--- src/rtl/dmaag_pkg.sv ---
package dmaag_pkg;

  // Configuration register select codes
  typedef enum logic [2:0] {
    SEL_SRC_START = 3'd0,
    SEL_DST_START = 3'd1,
    SEL_SRC_STEP  = 3'd2,
    SEL_DST_STEP  = 3'd3,
    SEL_SRC_HOLD  = 3'd4,
    SEL_DST_HOLD  = 3'd5,
    SEL_HOPS      = 3'd6
  } cfgSel_e;

  // Strobes from control to datapath
  typedef struct packed {
    logic loadStart;  // copy start values into current addresses
    logic advance;    // take one masked stride step
  } pathCtl_t;

  localparam int NUM_ADDR = 2;  // source and destination

endpackage

--- src/rtl/dmaag_addr_unit.sv ---
module dmaag_addr_unit
  import dmaag_pkg::*;
#(
  parameter int ADDR_W = 32,
  parameter int INC_W  = 16
) (
  input  logic              clk,
  input  logic              rstN,
  input  logic              wrStart,
  input  logic              wrStep,
  input  logic              wrHold,
  input  logic [ADDR_W-1:0] cfgData,
  input  pathCtl_t          ctl,
  output logic [ADDR_W-1:0] curAddr
);

  logic [ADDR_W-1:0]        startReg;
  logic [INC_W-1:0]         stepReg;
  logic [ADDR_W-1:0]        holdReg;
  logic [ADDR_W-1:0]        curReg;
  logic signed [ADDR_W-1:0] stepExt;
  logic [ADDR_W-1:0]        sumAddr;
  logic [ADDR_W-1:0]        nextAddr;

  always_comb begin
    stepExt  = ADDR_W'($signed(stepReg));
    sumAddr  = curReg + stepExt;
    // frozen bits come from the current value, free bits from the sum
    nextAddr = (sumAddr & ~holdReg) | (curReg & holdReg);
  end

  always_ff @(posedge clk) begin
    if (!rstN) begin
      startReg <= '0;
      stepReg  <= '0;
      holdReg  <= '0;
    end else begin
      if (wrStart) startReg <= cfgData;
      if (wrStep)  stepReg  <= cfgData[INC_W-1:0];
      if (wrHold)  holdReg  <= cfgData;
    end
  end

  always_ff @(posedge clk) begin
    if (!rstN)              curReg <= '0;
    else if (ctl.loadStart) curReg <= startReg;
    else if (ctl.advance)   curReg <= nextAddr;
  end

  assign curAddr = curReg;

endmodule

--- src/rtl/dmaag_path.sv ---
module dmaag_path
  import dmaag_pkg::*;
#(
  parameter int ADDR_W = 32,
  parameter int INC_W  = 16
) (
  input  logic              clk,
  input  logic              rstN,
  input  logic              cfgWr,
  input  logic [2:0]        cfgSel,
  input  logic [ADDR_W-1:0] cfgData,
  input  pathCtl_t          ctl,
  output logic [ADDR_W-1:0] srcAddr,
  output logic [ADDR_W-1:0] dstAddr
);

  logic [ADDR_W-1:0] unitAddr [NUM_ADDR];

  for (genvar g = 0; g < NUM_ADDR; g++) begin : gen_unit
    // select codes: start = g, stride = 2+g, mask = 4+g
    localparam logic [2:0] SEL_START = 3'(g);
    localparam logic [2:0] SEL_STEP  = 3'(2 + g);
    localparam logic [2:0] SEL_HOLD  = 3'(4 + g);

    logic wrStart, wrStep, wrHold;
    assign wrStart = cfgWr && (cfgSel == SEL_START);
    assign wrStep  = cfgWr && (cfgSel == SEL_STEP);
    assign wrHold  = cfgWr && (cfgSel == SEL_HOLD);

    dmaag_addr_unit #(.ADDR_W(ADDR_W), .INC_W(INC_W)) unit_i (
      .clk     (clk),
      .rstN    (rstN),
      .wrStart (wrStart),
      .wrStep  (wrStep),
      .wrHold  (wrHold),
      .cfgData (cfgData),
      .ctl     (ctl),
      .curAddr (unitAddr[g])
    );
  end

  assign srcAddr = unitAddr[0];
  assign dstAddr = unitAddr[1];

endmodule

--- src/rtl/dmaag_ctrl.sv ---
module dmaag_ctrl
  import dmaag_pkg::*;
#(
  parameter int HOP_W = 16
) (
  input  logic             clk,
  input  logic             rstN,
  input  logic             cfgWr,
  input  logic [2:0]       cfgSel,
  input  logic [HOP_W-1:0] hopData,
  input  logic             enSet,
  input  logic             resumeMode,
  input  logic             contMode,
  input  logic             stepReq,
  input  logic             clrEnd,
  output pathCtl_t         ctl,
  output logic             stepAck,
  output logic             chanEn,
  output logic [HOP_W-1:0] hopLeft,
  output logic             endFlag
);

  logic [HOP_W-1:0] hopInit;
  logic             startReq;
  logic             lastHop;
  logic             hopZero;
  logic             endSet;

  always_comb begin
    startReq      = enSet & ~chanEn;
    hopZero       = (hopInit == '0);
    stepAck       = chanEn & stepReq & (hopLeft != '0);
    lastHop       = (hopLeft == HOP_W'(1));
    endSet        = (stepAck & lastHop) | (startReq & hopZero);
    ctl.loadStart = startReq & ~resumeMode;
    ctl.advance   = stepAck;
  end

  always_ff @(posedge clk) begin
    if (!rstN) begin
      hopInit <= '0;
      chanEn  <= 1'b0;
      hopLeft <= '0;
      endFlag <= 1'b0;
    end else begin
      if (cfgWr && (cfgSel == 3'(SEL_HOPS))) hopInit <= hopData;
      endFlag <= endSet | (endFlag & ~clrEnd);
      if (startReq) begin
        if (!hopZero) begin
          chanEn  <= 1'b1;
          hopLeft <= hopInit;
        end
      end else if (stepAck) begin
        if (lastHop) begin
          if (contMode && !hopZero) begin
            hopLeft <= hopInit;
          end else begin
            chanEn  <= 1'b0;
            hopLeft <= '0;
          end
        end else begin
          hopLeft <= hopLeft - HOP_W'(1);
        end
      end
    end
  end

endmodule

--- src/rtl/dma_addr_gen.sv ---
module dma_addr_gen
  import dmaag_pkg::*;
#(
  parameter int ADDR_W = 32,
  parameter int INC_W  = 16,
  parameter int HOP_W  = 16
) (
  input  logic              clk,
  input  logic              rstN,
  input  logic              cfgWr,
  input  logic [2:0]        cfgSel,
  input  logic [ADDR_W-1:0] cfgData,
  input  logic              enSet,
  input  logic              resumeMode,
  input  logic              contMode,
  input  logic              stepReq,
  input  logic              clrEnd,
  output logic              stepAck,
  output logic              chanEn,
  output logic [ADDR_W-1:0] srcAddr,
  output logic [ADDR_W-1:0] dstAddr,
  output logic [HOP_W-1:0]  hopLeft,
  output logic              endFlag
);

  pathCtl_t ctl;

  dmaag_ctrl #(.HOP_W(HOP_W)) ctrl_i (
    .clk        (clk),
    .rstN       (rstN),
    .cfgWr      (cfgWr),
    .cfgSel     (cfgSel),
    .hopData    (cfgData[HOP_W-1:0]),
    .enSet      (enSet),
    .resumeMode (resumeMode),
    .contMode   (contMode),
    .stepReq    (stepReq),
    .clrEnd     (clrEnd),
    .ctl        (ctl),
    .stepAck    (stepAck),
    .chanEn     (chanEn),
    .hopLeft    (hopLeft),
    .endFlag    (endFlag)
  );

  dmaag_path #(.ADDR_W(ADDR_W), .INC_W(INC_W)) path_i (
    .clk     (clk),
    .rstN    (rstN),
    .cfgWr   (cfgWr),
    .cfgSel  (cfgSel),
    .cfgData (cfgData),
    .ctl     (ctl),
    .srcAddr (srcAddr),
    .dstAddr (dstAddr)
  );

endmodule

--- config.mk ---
export PLATFORM = sky130hd
export DESIGN_NAME = dma_addr_gen
export DESIGN_NICKNAME = d
export VERILOG_FILES = /design/src/rtl/dmaag_pkg.sv /design/src/rtl/dmaag_addr_unit.sv /design/src/rtl/dmaag_path.sv /design/src/rtl/dmaag_ctrl.sv /design/src/rtl/dma_addr_gen.sv
export SDC_FILE = /design/constraint.sdc
export NUM_CORES = 1
export LEC_CHECK = 0
export ABC_AREA = 1
export BUFFER_PORTS_ARGS = -buffer_cell sky130_fd_sc_hd__buf_2
export CAP_MARGIN = 40
export CORE_AREA = 2 2 188 190
export CTS_CLUSTER_SIZE = 16
export DETAILED_ROUTE_END_ITERATION = 7
export DIE_AREA = 0 0 190 192
export MAX_ROUTING_LAYER = met4
export REMOVE_ABC_BUFFERS = 1
export SLEW_MARGIN = 40
export SYNTH_ARGS = -nofsm -noshare
export SYNTH_HDL_FRONTEND = slang
export SYNTH_SLANG_ARGS = --single-unit
--- constraint.sdc ---
create_clock -name clk -period 3.17 [get_ports clk]
set_input_delay 0.4755 -clock clk [delete_from_list [all_inputs] [get_ports clk]]
set_output_delay 0.4755 -clock clk [all_outputs]
set_load 0.01 [all_outputs]
; ---- Yosys cells after proc, flatten, opt, wreduce, memory -nomap -nowiden
; Index checks and enable logic that the tools add are counted.
; W data, S select, Z words.
[classes]
n_addsub = 3
n_eq_ne = 9
muxes = 14
bitwise_logic = 20
n_reduce_logical = 17
[op_table]
columns = cell, count
row1 = $and A32 B32 Y32, 4
row2 = $mux W32, 4
row3 = $mux W16, 5
row4 = $add A32 B32 Y32, 2
row5 = $not A32 Y32, 2
row6 = $or A32 B32 Y32, 2
row7 = $eq A16 B1 Y1 const B, 1
row8 = $logic_not A16 Y1, 1
row9 = $reduce_bool A16 Y1, 1
row10 = $sub A16 B1 Y16 const B, 1
row11 = $eq A3 B3 Y1 const B, 3
row12 = $logic_and A1 B1 Y1, 8
row13 = $and A1 B1 Y1, 7
row14 = $eq A3 B2 Y1 const B, 2
row15 = $reduce_bool A2 Y1, 3
row16 = $mux W1, 5
row17 = $reduce_and A4 Y1, 1
row18 = $eq A3 B1 Y1 const B, 1
row19 = $logic_not A3 Y1, 1
row20 = $not A1 Y1, 3
row21 = $ne A2 B1 Y1 const B, 1
row22 = $ne A2 B2 Y1 const B, 1
row23 = $or A1 B1 Y1, 2
row24 = $reduce_and A2 Y1, 1
row25 = $logic_not A1 Y1, 1
[totals]
reg_bits = 258
output_inout_bits = 83
elab_cells = 75

; ---- Longest topological paths before layout
; Gate-level depths: netlist of the first run.
[depth]
word_depth = 7
depth_mapped = 14

; ---- Modules after synthesis
; From an unflattened synthesis of the first run, not the netlist that was laid out.
[unflattened]
hier_cells = 2540
area_unflattened_um2 = 15716.3
[modules_own_cells]
columns = module, instances, cells_each, area_each_um2
row1 = dmaag_addr_unit at path_i.gen_unit[0].unit_i, 1, 1106, 6865.3
row2 = dmaag_addr_unit at path_i.gen_unit[1].unit_i, 1, 1094, 6735.2
row3 = dmaag_ctrl, 1, 325, 2057.0
row4 = dmaag_path, 1, 15, 58.8

; ---- Worst setup path after synthesis of the first run
; OpenSTA, ideal clock, no wires.
[synth_path]
path_type = reg2reg
startpoint = reg (tool-made name)
endpoint = reg (tool-made name)
setup_ns = 0.132
arrival_time_ns = 1.879
required_ns = 3.038
path_slack_ns = 1.160
stages_incl_launch_ff = 12
path_buffers = 0
period_less_slack_ns = 2.010
path_cell_list = dfxtp_1 -> ha_1 -> fa_1 -> nand3_1 -> nand3_1 -> nand3_1 -> nand3_1 -> nand2_1 -> nand2_1 -> or2_2 -> nand2_1 -> a21oi_1

; ---- Worst setup path in the final report of the first run
[layout_path]
startpoint = reg ctrl_i.hopLeft[8]
endpoint = out stepAck
[layout_via]
elab_chain_cells = 2
[layout_rtl]
columns = item, line_no
row1 = "start, declared", dmaag_ctrl.sv:19  ; output logic [HOP_W-1:0] hopLeft,
row2 = "start signal, assigned", dmaag_ctrl.sv:51  ; hopLeft <= hopInit;
row3 = "start signal, assigned", dmaag_ctrl.sv:56  ; hopLeft <= hopInit;
row4 = "start signal, assigned", dmaag_ctrl.sv:62  ; hopLeft <= hopLeft - HOP_W'(1);
row5 = $reduce_bool A16 Y1, dmaag_ctrl.sv:32  ; stepAck = chanEn & stepReq & (hopLeft != '0);
row6 = $and A1 B1 Y1, dmaag_ctrl.sv:32
row7 = "end, declared", dma_addr_gen.sv:18  ; output logic stepAck,
; Every way passes these cells.

==> results.txt, run 1 <==
The run finished with clean final reports. For this run, asynchronously set or reset flops after synthesis account for 0%. The count of cell types in the netlist came out at 39. The cell at the root of the clock tree was sky130_fd_sc_hd__clkbuf_16.

The share of layout cells above drive strength 1 is 8.815%. For this run, the register share of the synthesized area comes to 33.82%. Counting every instance in the synthesized netlist gives 2398. The run gives 0 as the number of slew-limit violations in the final report. Setup violations remaining at the end of the flow were counted as 0. Along the worst path, the maximum fanout reaches 24. The logs give 1 for the total number of H-tree levels and 258 for the TritonCTS sink count.

The standard cell core area came out at 0.03429 mm2. The number of max-cap violations was 0. The arrival time reported for the critical path endpoint was 2.35 ns; the clock transition time at the flip-flop clock pins of the worst setup and hold paths was 0.06 ns. In the final timing run, aggregate negative setup slack is 0 ns. The number of placed instances, taps included, is 2908. The first global-routing pass estimated 75960 um of wire. Measured against its own limit, the worst slew margin works out to 44.00%.

The initialized floorplan defines 68 standard-cell rows. The total overflow left after global routing is 0. Synthesis inferred 258 register bits.

The width of the die came out at 190 um. The tightest min-delay check is of the in -> reg type. Startpoint type of the worst setup path: a flop. The post-synth design cell area was 0.01527 mm2.

For the final database, setup skew stands at 0.01357 ns. The average cell area after synthesis was 6.369 um2; the post-CTS setup repair buffer count was 0. The synthesized design contains 0 enable-type register cells.

The number of input and output port buffers inserted was 125; the post-cts repair resize count was 0. For the critical path data required time, the log shows 2.69 ns. By startpoint and endpoint, the worst setup path is classified as reg -> out. Wires add up to 48120 um.

The logs give 4 for the initial antenna violation count and 3555 for the number of inserted filler cells in the final layout. Setup repair after global routing left no endpoint under its margin. For the starting density of the core, the log shows 44.54%.

In the synthesized netlist the dominant register cell turns out to be sky130_fd_sc_hd__dfxtp_1. The average via count per standard cell is 5.143. In the routed design, unresolved DRC markers number 0. The kind of end point of the critical path was a primary output.

The worst path uses 89.24% of the clock period. TritonCTS built the clock tree. During synthesis, Yosys emitted a total of 0 warnings. The post-detailed-route count of antenna-violating nets was 0.

The tools report the clock latency on the worst-skew pair as 0.58 ns. For the via total after detailed routing, the log shows 15.25k. The signal on the critical path passes through nor2_4 -> nand2_2 -> nor2_4 -> nand4_4 -> nand2_2 -> inv_2 -> buf_2.

The clock passes through at most 3 buffers. Once detailed placement completed, the half-perimeter wirelength came to 35570 um. The transition at the pin with the smallest max-transition slack came out at 0.8400 ns. The layout net count was 2594.

The cell with the biggest individual delay on the critical path is sky130_fd_sc_hd__dfxtp_1. The pre-antenna-repair detailed-routing pass consisted of 5 iterations. The area growth from synthesis to layout is 13.70%.

VDD sags by at most 0.5422 mV. The delay contributed by the slowest stage of the critical path works out to 0.36 ns. The tools report the number of buffers added to fix hold violations after cts as 0.

After the first detailed-routing iteration, the DRC count stood at 1038. Global routing used 26.99% of the available tracks across all layers. For this design the static power due to leakage is 8.485 nW. At the end of routability-driven placement, the weighted congestion stood at 0.9613. The logs give 0.3535 GHz for the peak clock frequency supported by timing and 0.03648 mm2 for the area of the die. The filler-free cell count of the finished design was 2965; the vertical die dimension was 192 um. The number of I/O pins was 126; the post-route minimum period was 2.829 ns. For this design the ratio of total power to cell area is 504.2 mW/mm2. The logs give 29 for the number of buffers created by CTS and 14.07k for the number of global-route vias before repair. Entering global routing, the biggest net connects 180 pins. The hold violation total from the final report is 0, and the average wire per cell in the routed design is 16.23 um.
-- synthesized netlist by cell type (all sizes together) (2+ instances only) --
cell type,count,area (um2)
o21bai,7,52.55
a21oi,251,1256
nand3,119,595.6
xor2,30,262.8
buf,23,128.9
nor2,236,920.9
ha,65,813.3
nand3b,31,232.7
nor3,16,80.08
o21ai,248,1267
nand4,14,102.6
clkinv,4,15.01
fa,2,40.04
a31oi,50,312.8
clkbuf,66,247.7
o211ai,5,37.54
nor4,5,31.28
xnor2,6,52.55
or2,2,12.51
and2,3,18.77
inv,425,1595
dfxtp,258,5165
nand2,525,1981
-- layer usage --
| metal | routed length [um] | global-route usage (%) |
|---|---|---|
| met1 | 23370 | 37.49 |
| met2 | 21360 | 41.87 |
| met3 | 2688 | 3.325 |
| met4 | 694 | 6.261 |
| met5 | 0 | - |
-- kinds of logic after synthesis --
group / Yosys count / synth area share, %
buf+inv: 518 / 13.01
xor+xnor: 36 / 2.064
simple gates: 953 / 26.12
fa+ha+maj: 67 / 5.587
compound gates: 566 / 19.41
flops: 258 / 33.82
-- layout make-up --
cell class / count / area [um2] / area share [%]
Multi-Input combinational cell: 1622 / 8122 / 46.77
Sequential cell: 258 / 5166 / 29.75
Inverter: 429 / 1613 / 9.287
Timing Repair Buffer: 144 / 833.3 / 4.799
Clock buffer: 37 / 785.8 / 4.525
Tap cell: 455 / 569.3 / 3.278
Clock inverter: 17 / 269.0 / 1.549
Antenna cell: 3 / 7.507 / 0.04323
-- cell usage in the layout, fill, tap and decap left out, drive strengths merged, types with 2 or more instances in the layout --
master / count
nand2: 525
inv: 425
dfxtp: 258
a21oi: 251
o21ai: 248
nor2: 236
buf: 144
nand3: 119
ha: 65
a31oi: 50
clkbuf: 37
nand3b: 31
xor2: 30
nor3: 16
nand4: 14
clkinv: 12
o21bai: 7
xnor2: 6
bufinv: 6
o211ai: 5
nor4: 5
diode: 3
and2: 3
clkinvlp: 3
or2: 2
fa: 2
-- worst paths after layout --
kind,startpoint,depth (start not counted),slack [ns],endpoint
min,clrEnd,4,0.14,ctrl_i.endFlag
max reg2reg,flop,11,0.71,flop
min reg2reg,path_i.gen_unit[1].unit_i.stepReg[4],2,0.45,path_i.gen_unit[1].unit_i.stepReg[4]
max,ctrl_i.hopLeft[8],7,0.34,stepAck
-- report_power, final --
group	switching (mW)	leakage, nW	internal (mW)
clock	1.48	0.508	2.26
combinational	0.966	5.88	0.497
sequential	0.150	2.10	3.41
-- stage by stage --
| step | area (um2) | util [%] | worst slack, ns | power, mW | hold slack (ns) |
|---|---|---|---|---|---|
| 2_1_floorplan | 14900 | - | 0.6949 | 4.528 | 0.4239 |
| 3_3_place_gp | 16300 | 47.54 | 0.7217 | 5.064 | 0.4360 |
| 3_5_place_dp | 16300 | 47.54 | 0.7321 | 5.072 | 0.4416 |
| 4_1_cts | 17360 | 50.62 | 0.3224 | 8.807 | 0.1209 |
| 5_1_grt | 17370 | 50.65 | 0.1458 | 9.152 | 0.1464 |
| 6_report | 17370 | 50.65 | 0.3411 | 8.756 | 0.1422 |
-- worst max-delay path, delay by kind of cell, from the launching register on --
| family | cells | cell delay (ns) |
|---|---|---|
| and+or+nand+nor | 5 | 1.01 |
| buffers and inverters | 2 | 0.39 |
| DFF | 1 | 0.36 |
No activity file was read; power rests on OpenSTA's default activity.
==> inputs of run 2 (changes only) <==
CORE_AREA = 2 2 190 192   (was 2 2 188 190)
DIE_AREA = 0 0 192 194   (was 0 0 190 192)
SYNTH_HIERARCHICAL = 1   (was not set)
==> results.txt, run 2 <==
The flow ran to the end, and the final reports show no timing, DRC or antenna violations. For the clock latency on the worst-skew pair, the log shows 0.59 ns (was 0.58 ns). The average via count per standard cell works out to 5.073 (was 5.143). The cell area reported after detailed placement is 0.01673 mm2 (was 0.01630 mm2), and the number of flip-flops and latches in the synthesized netlist is 258 (unchanged). The transition at the pin with the smallest max-transition slack is 0.8001 ns (was 0.8400 ns). Post-layout worst setup margin: 0.5638 ns (was 0.3411 ns). Cell types with the largest area share after synthesis: sky130_fd_sc_hd__dfxtp_1, sky130_fd_sc_hd__nand2_1, sky130_fd_sc_hd__nor2_1, sky130_fd_sc_hd__inv_1, sky130_fd_sc_hd__o21ai_0 (was sky130_fd_sc_hd__dfxtp_1, sky130_fd_sc_hd__nand2_1, sky130_fd_sc_hd__inv_1, sky130_fd_sc_hd__a21oi_1, sky130_fd_sc_hd__o21ai_0). The post-placement worst setup slack was 0.6497 ns (was 0.7321 ns). The cell with the biggest individual delay on the critical path was sky130_fd_sc_hd__dfxtp_1 (unchanged). The internal power is 6.070 mW (was 6.161 mW), and the async set-reset flop share out of synthesis is 0% (unchanged). The core occupancy in the finished layout is 50.45% (was 50.65%).

Most area-hungry cell type in the Yosys netlist: sky130_fd_sc_hd__dfxtp_1 (unchanged). For the number of setup violations in the final report, the log shows 0 (unchanged). Clock transition time at the flip-flop clock pins of the worst setup and hold paths: 0.06 ns (about the same). The power density relative to cell area was 495.5 mW/mm2 (was 504.2 mW/mm2); the via total after detailed routing was 15.82k (was 15.25k). The share of layout cells above drive strength 1 is 10.77% (was 8.815%). The switching power as a share of total power came out at 31.07% (was 29.63%). Most frequent cells in the layout: sky130_fd_sc_hd__nand2_1, sky130_fd_sc_hd__nor2_1, sky130_fd_sc_hd__inv_1 (was sky130_fd_sc_hd__nand2_1, sky130_fd_sc_hd__inv_1, sky130_fd_sc_hd__dfxtp_1). The detailed placer's ending HPWL came out at 37110 um (was 35570 um). The dominant synthesized flop cell was sky130_fd_sc_hd__dfxtp_1 (unchanged). The part of the power in combinational logic is 18.2% (was 16.7%), and the number of input and output port buffers inserted is 125 (unchanged).

The logs give 0 (unchanged) for the count of unresolved DRC violations after routing and 107 (was 180) for the largest net degree at the start of global routing. The power share of the sequential group is 41.0% (was 40.6%). The post-route minimum period came out at 2.606 ns (was 2.829 ns).

The leading cell type by number of instances after synthesis was sky130_fd_sc_hd__nand2_1 (unchanged). Most frequent standard cell in the layout excluding fill and tap cells: sky130_fd_sc_hd__nand2_1 (unchanged). The vertical die dimension was 194 um (was 192 um); the initial antenna violation count was 2 (was 4). The run gives 0.4766 mV (was 0.5422 mV) as the worst-case vdd ir drop.

The starting density of the core came out at 44.62% (was 44.54%). The logs give 126 (unchanged) for the number of I/O pins and 0 (unchanged) for the hold violation total from the final report. The logs give 0.3837 GHz (was 0.3535 GHz) for the peak clock frequency supported by timing and 44 (was 39) for the count of cell types in the netlist. TritonCTS sink count: 258 (unchanged). Startpoint type of the worst setup path: a flop (unchanged).

The class of the tightest hold or removal check was in -> reg (unchanged). The post-synthesis to final-layout area growth is 13.08% (was 13.70%), and the post-cts repair resize count is 0 (unchanged). The relative slew slack is 46.33% (was 44.00%), and the routability congestion estimate is 0.9601 (was 0.9613). The average wire per cell in the routed design works out to 16.04 um (was 16.23 um). The overall routing resource usage was 27.52% (was 26.99%).

The cell family with the largest share of critical-path delay was buffers and inverters (was simple AND/OR/NAND/NOR gates). The number of synthesized flops with an enable pin was 0 (unchanged); the number of buffers added to fix hold violations after cts was 0 (unchanged). The run gives 30 (was 29) as the number of buffers created by CTS. Layout net count: 2742 (was 2594). Kind of end point of the critical path: a primary output (unchanged). The aggregate routed wire length was 50030 um (was 48120 um). The run gives 0.01777 mm2 (was 0.01737 mm2) as the final design instance area without fill. The net switching power of the design was 2.736 mW (was 2.595 mW); the area of the die was 0.03725 mm2 (was 0.03648 mm2). The worst min-delay path startpoint is cfgData[16] (was clrEnd). The run gives 2540 (was 2398) as the cell count after synthesis. Setup repair after global routing left no endpoint under its margin. The logs give 0.03522 mm2 (was 0.03429 mm2) for the standard cell core area and 0 (unchanged) for the aggregate global routing overflow.

Leading cell types by count after synthesis: sky130_fd_sc_hd__nand2_1, sky130_fd_sc_hd__nor2_1, sky130_fd_sc_hd__inv_1 (was sky130_fd_sc_hd__nand2_1, sky130_fd_sc_hd__inv_1, sky130_fd_sc_hd__dfxtp_1). The aggregate negative setup slack was 0 ns (unchanged). Post-route clock skew: 0.02865 ns (was 0.01357 ns).

The number of max-cap violations is 0 (unchanged). Worst setup path startpoint: ctrl_i/hopLeft[0] (was ctrl_i.hopLeft[8]). The average cell area after synthesis is 6.188 um2 (was 6.369 um2), and the top-area cell type share of the netlist area is 32.86% (was 33.82%). The run gives 79470 um (was 75960 um) as the wire length of the first global-routing pass. The tools report the post-CTS setup repair buffer count as 0 (unchanged).

The number of inserted filler cells in the final layout was 3764 (was 3555). Ordered cell list for the critical path: inv_1 -> ha_1 -> nand2_1 -> nor2_1 -> nand2_2 -> nand2_4 -> inv_1 -> buf_4 -> buf_2 (was nor2_4 -> nand2_2 -> nor2_4 -> nand4_4 -> nand2_2 -> inv_2 -> buf_2). For the number of DRC markers in iteration 0, the log shows 995 (was 1038). For the post-detailed-route count of antenna-violating nets, the log shows 0 (unchanged). TritonCTS built the clock tree.

The run gives 69 (was 68) as the number of rows in the core area. The number of synthesis warnings came out at 6 (was 0). For the number of slew-limit violations in the final report, the log shows 0 (unchanged). The number of global-route vias before repair is 14.82k (was 14.07k), and the fraction of the cycle the final worst path needs is 82.21% (was 89.24%). The tools report the cell at the root of the clock tree as sky130_fd_sc_hd__clkbuf_16 (unchanged). The critical path data required time is 2.69 ns (about the same), and the total number of H-tree levels is 1 (unchanged). The arrival time reported for the critical path endpoint was 2.13 ns (was 2.35 ns); the critical-path maximum fanout was 9 (was 24).

The run gives 5 (unchanged) as the detailed-router iteration count before antenna repair. The kind of critical path was reg -> out (unchanged). The standby leakage power was 9.216 nW (was 8.485 nW); the delay contributed by the slowest stage of the critical path was 0.41 ns (was 0.36 ns). The cell repeated most along the worst path was sky130_fd_sc_hd__inv_1. For the clock network fraction of design power, the log shows 40.8% (was 42.7%).

The post-synth design cell area was 0.01572 mm2 (was 0.01527 mm2). The startpoint of the worst-slack reg-to-reg timing path is ctrl_i/hopLeft[0]. The width of the die was 192 um (was 190 um); the number of buffer and inverter instances along the worst setup path was 4 (was 2). The sequential area share after synthesis was 32.86% (was 33.82%); the buffer depth of the longest clock path was 3 (unchanged).
==> run 2: cell types whose count changed after synthesis, moves of 11 or more <==
cell	previous run	this run
sky130_fd_sc_hd__inv_1	420	380
sky130_fd_sc_hd__a21oi_1	251	123
sky130_fd_sc_hd__nand2_2	4	23
sky130_fd_sc_hd__nand3b_1	31	1
sky130_fd_sc_hd__nor2_1	230	416
sky130_fd_sc_hd__nand3_1	119	131
sky130_fd_sc_hd__a31oi_1	50	37
sky130_fd_sc_hd__nor3_1	16	33
sky130_fd_sc_hd__o21ai_1	20	1
sky130_fd_sc_hd__o21ai_0	221	232
sky130_fd_sc_hd__nand2_1	521	623
sky130_fd_sc_hd__nand3_2	0	15
==> run 2: final cells by class <==
type                    count  area (um2)  share of cell area, %
well taps                 461       576.8                  3.246
diodes                      2       5.005                0.02816
clock buffers              37       817.0                  4.597
flip-flops and latches    258        5165                  29.06
clock inverters            19       224.0                  1.260
inverters                 398        1494                  8.406
multi-input cells        1797        8685                  48.87
repair buffers            147       805.8                  4.534
==> run 2: power by group through the flow <==
stage                     sequential, mW  combinational [mW]  clock (mW)
after global placement              3.67                1.57           0
after floorplan                     3.68                1.01           0
after CTS                           3.61                1.59        3.68
after global routing                3.64                1.80        3.82
after detailed placement            3.68                1.58           0
final                               3.61                1.60        3.59
==> run 2: worst paths after layout <==
kind                                                 to  slack (ns)  cells after the start
hold reg to reg    path_i/gen_unit[1].unit_i/holdReg[7]        0.46                      2
hold / removal    path_i/gen_unit[0].unit_i/holdReg[16]        0.16                      3
setup reg to reg                                   flop        0.59                     14
setup / recovery                                stepAck        0.56                      9
==> run 2: metrics by stage <==
step / std cells / power [mW] / hold slack (ns)
after global placement: 3061 / 5.241 / 0.4431
final: 3119 / 8.806 / 0.1608
after detailed placement: 3061 / 5.262 / 0.4514
after CTS: 3117 / 8.883 / 0.1393
after floorplan: 2453 / 4.687 / 0.4327
after global routing: 3119 / 9.255 / 0.1576
==> run 2: kinds of logic (layout without fill, tap and decap cells) <==
family          after synthesis  count (layout)  share of synthesized area (%)
buf+inv                     485             601                          11.93
xor+xnor                     27              27                          1.505
flops                       258             258                          32.86
other cells                   0               2                              0
mux                           1               1                        0.06369
simple gates               1280            1280                          33.92
fa+ha+maj                    67              67                          5.430
compound gates              422             422                          14.29
==> run 2: tightest hold or removal path, cell delays in order <==
cell,delay (ns)
sky130_fd_sc_hd__buf_2,0.11
sky130_fd_sc_hd__nor2_1,0.05
sky130_fd_sc_hd__nor2_1,0.08
==> run 2: routing by layer <==
metal	track usage [%]	share of wire [%]	vias to the layer above	wire, um
met5	-	0	-	0
met4	5.711	1.6	0	804
met3	2.932	5.1	53	2559
met2	44.06	45	367	22760
met1	37.58	48	7245	23910
li1	-	-	8157	-
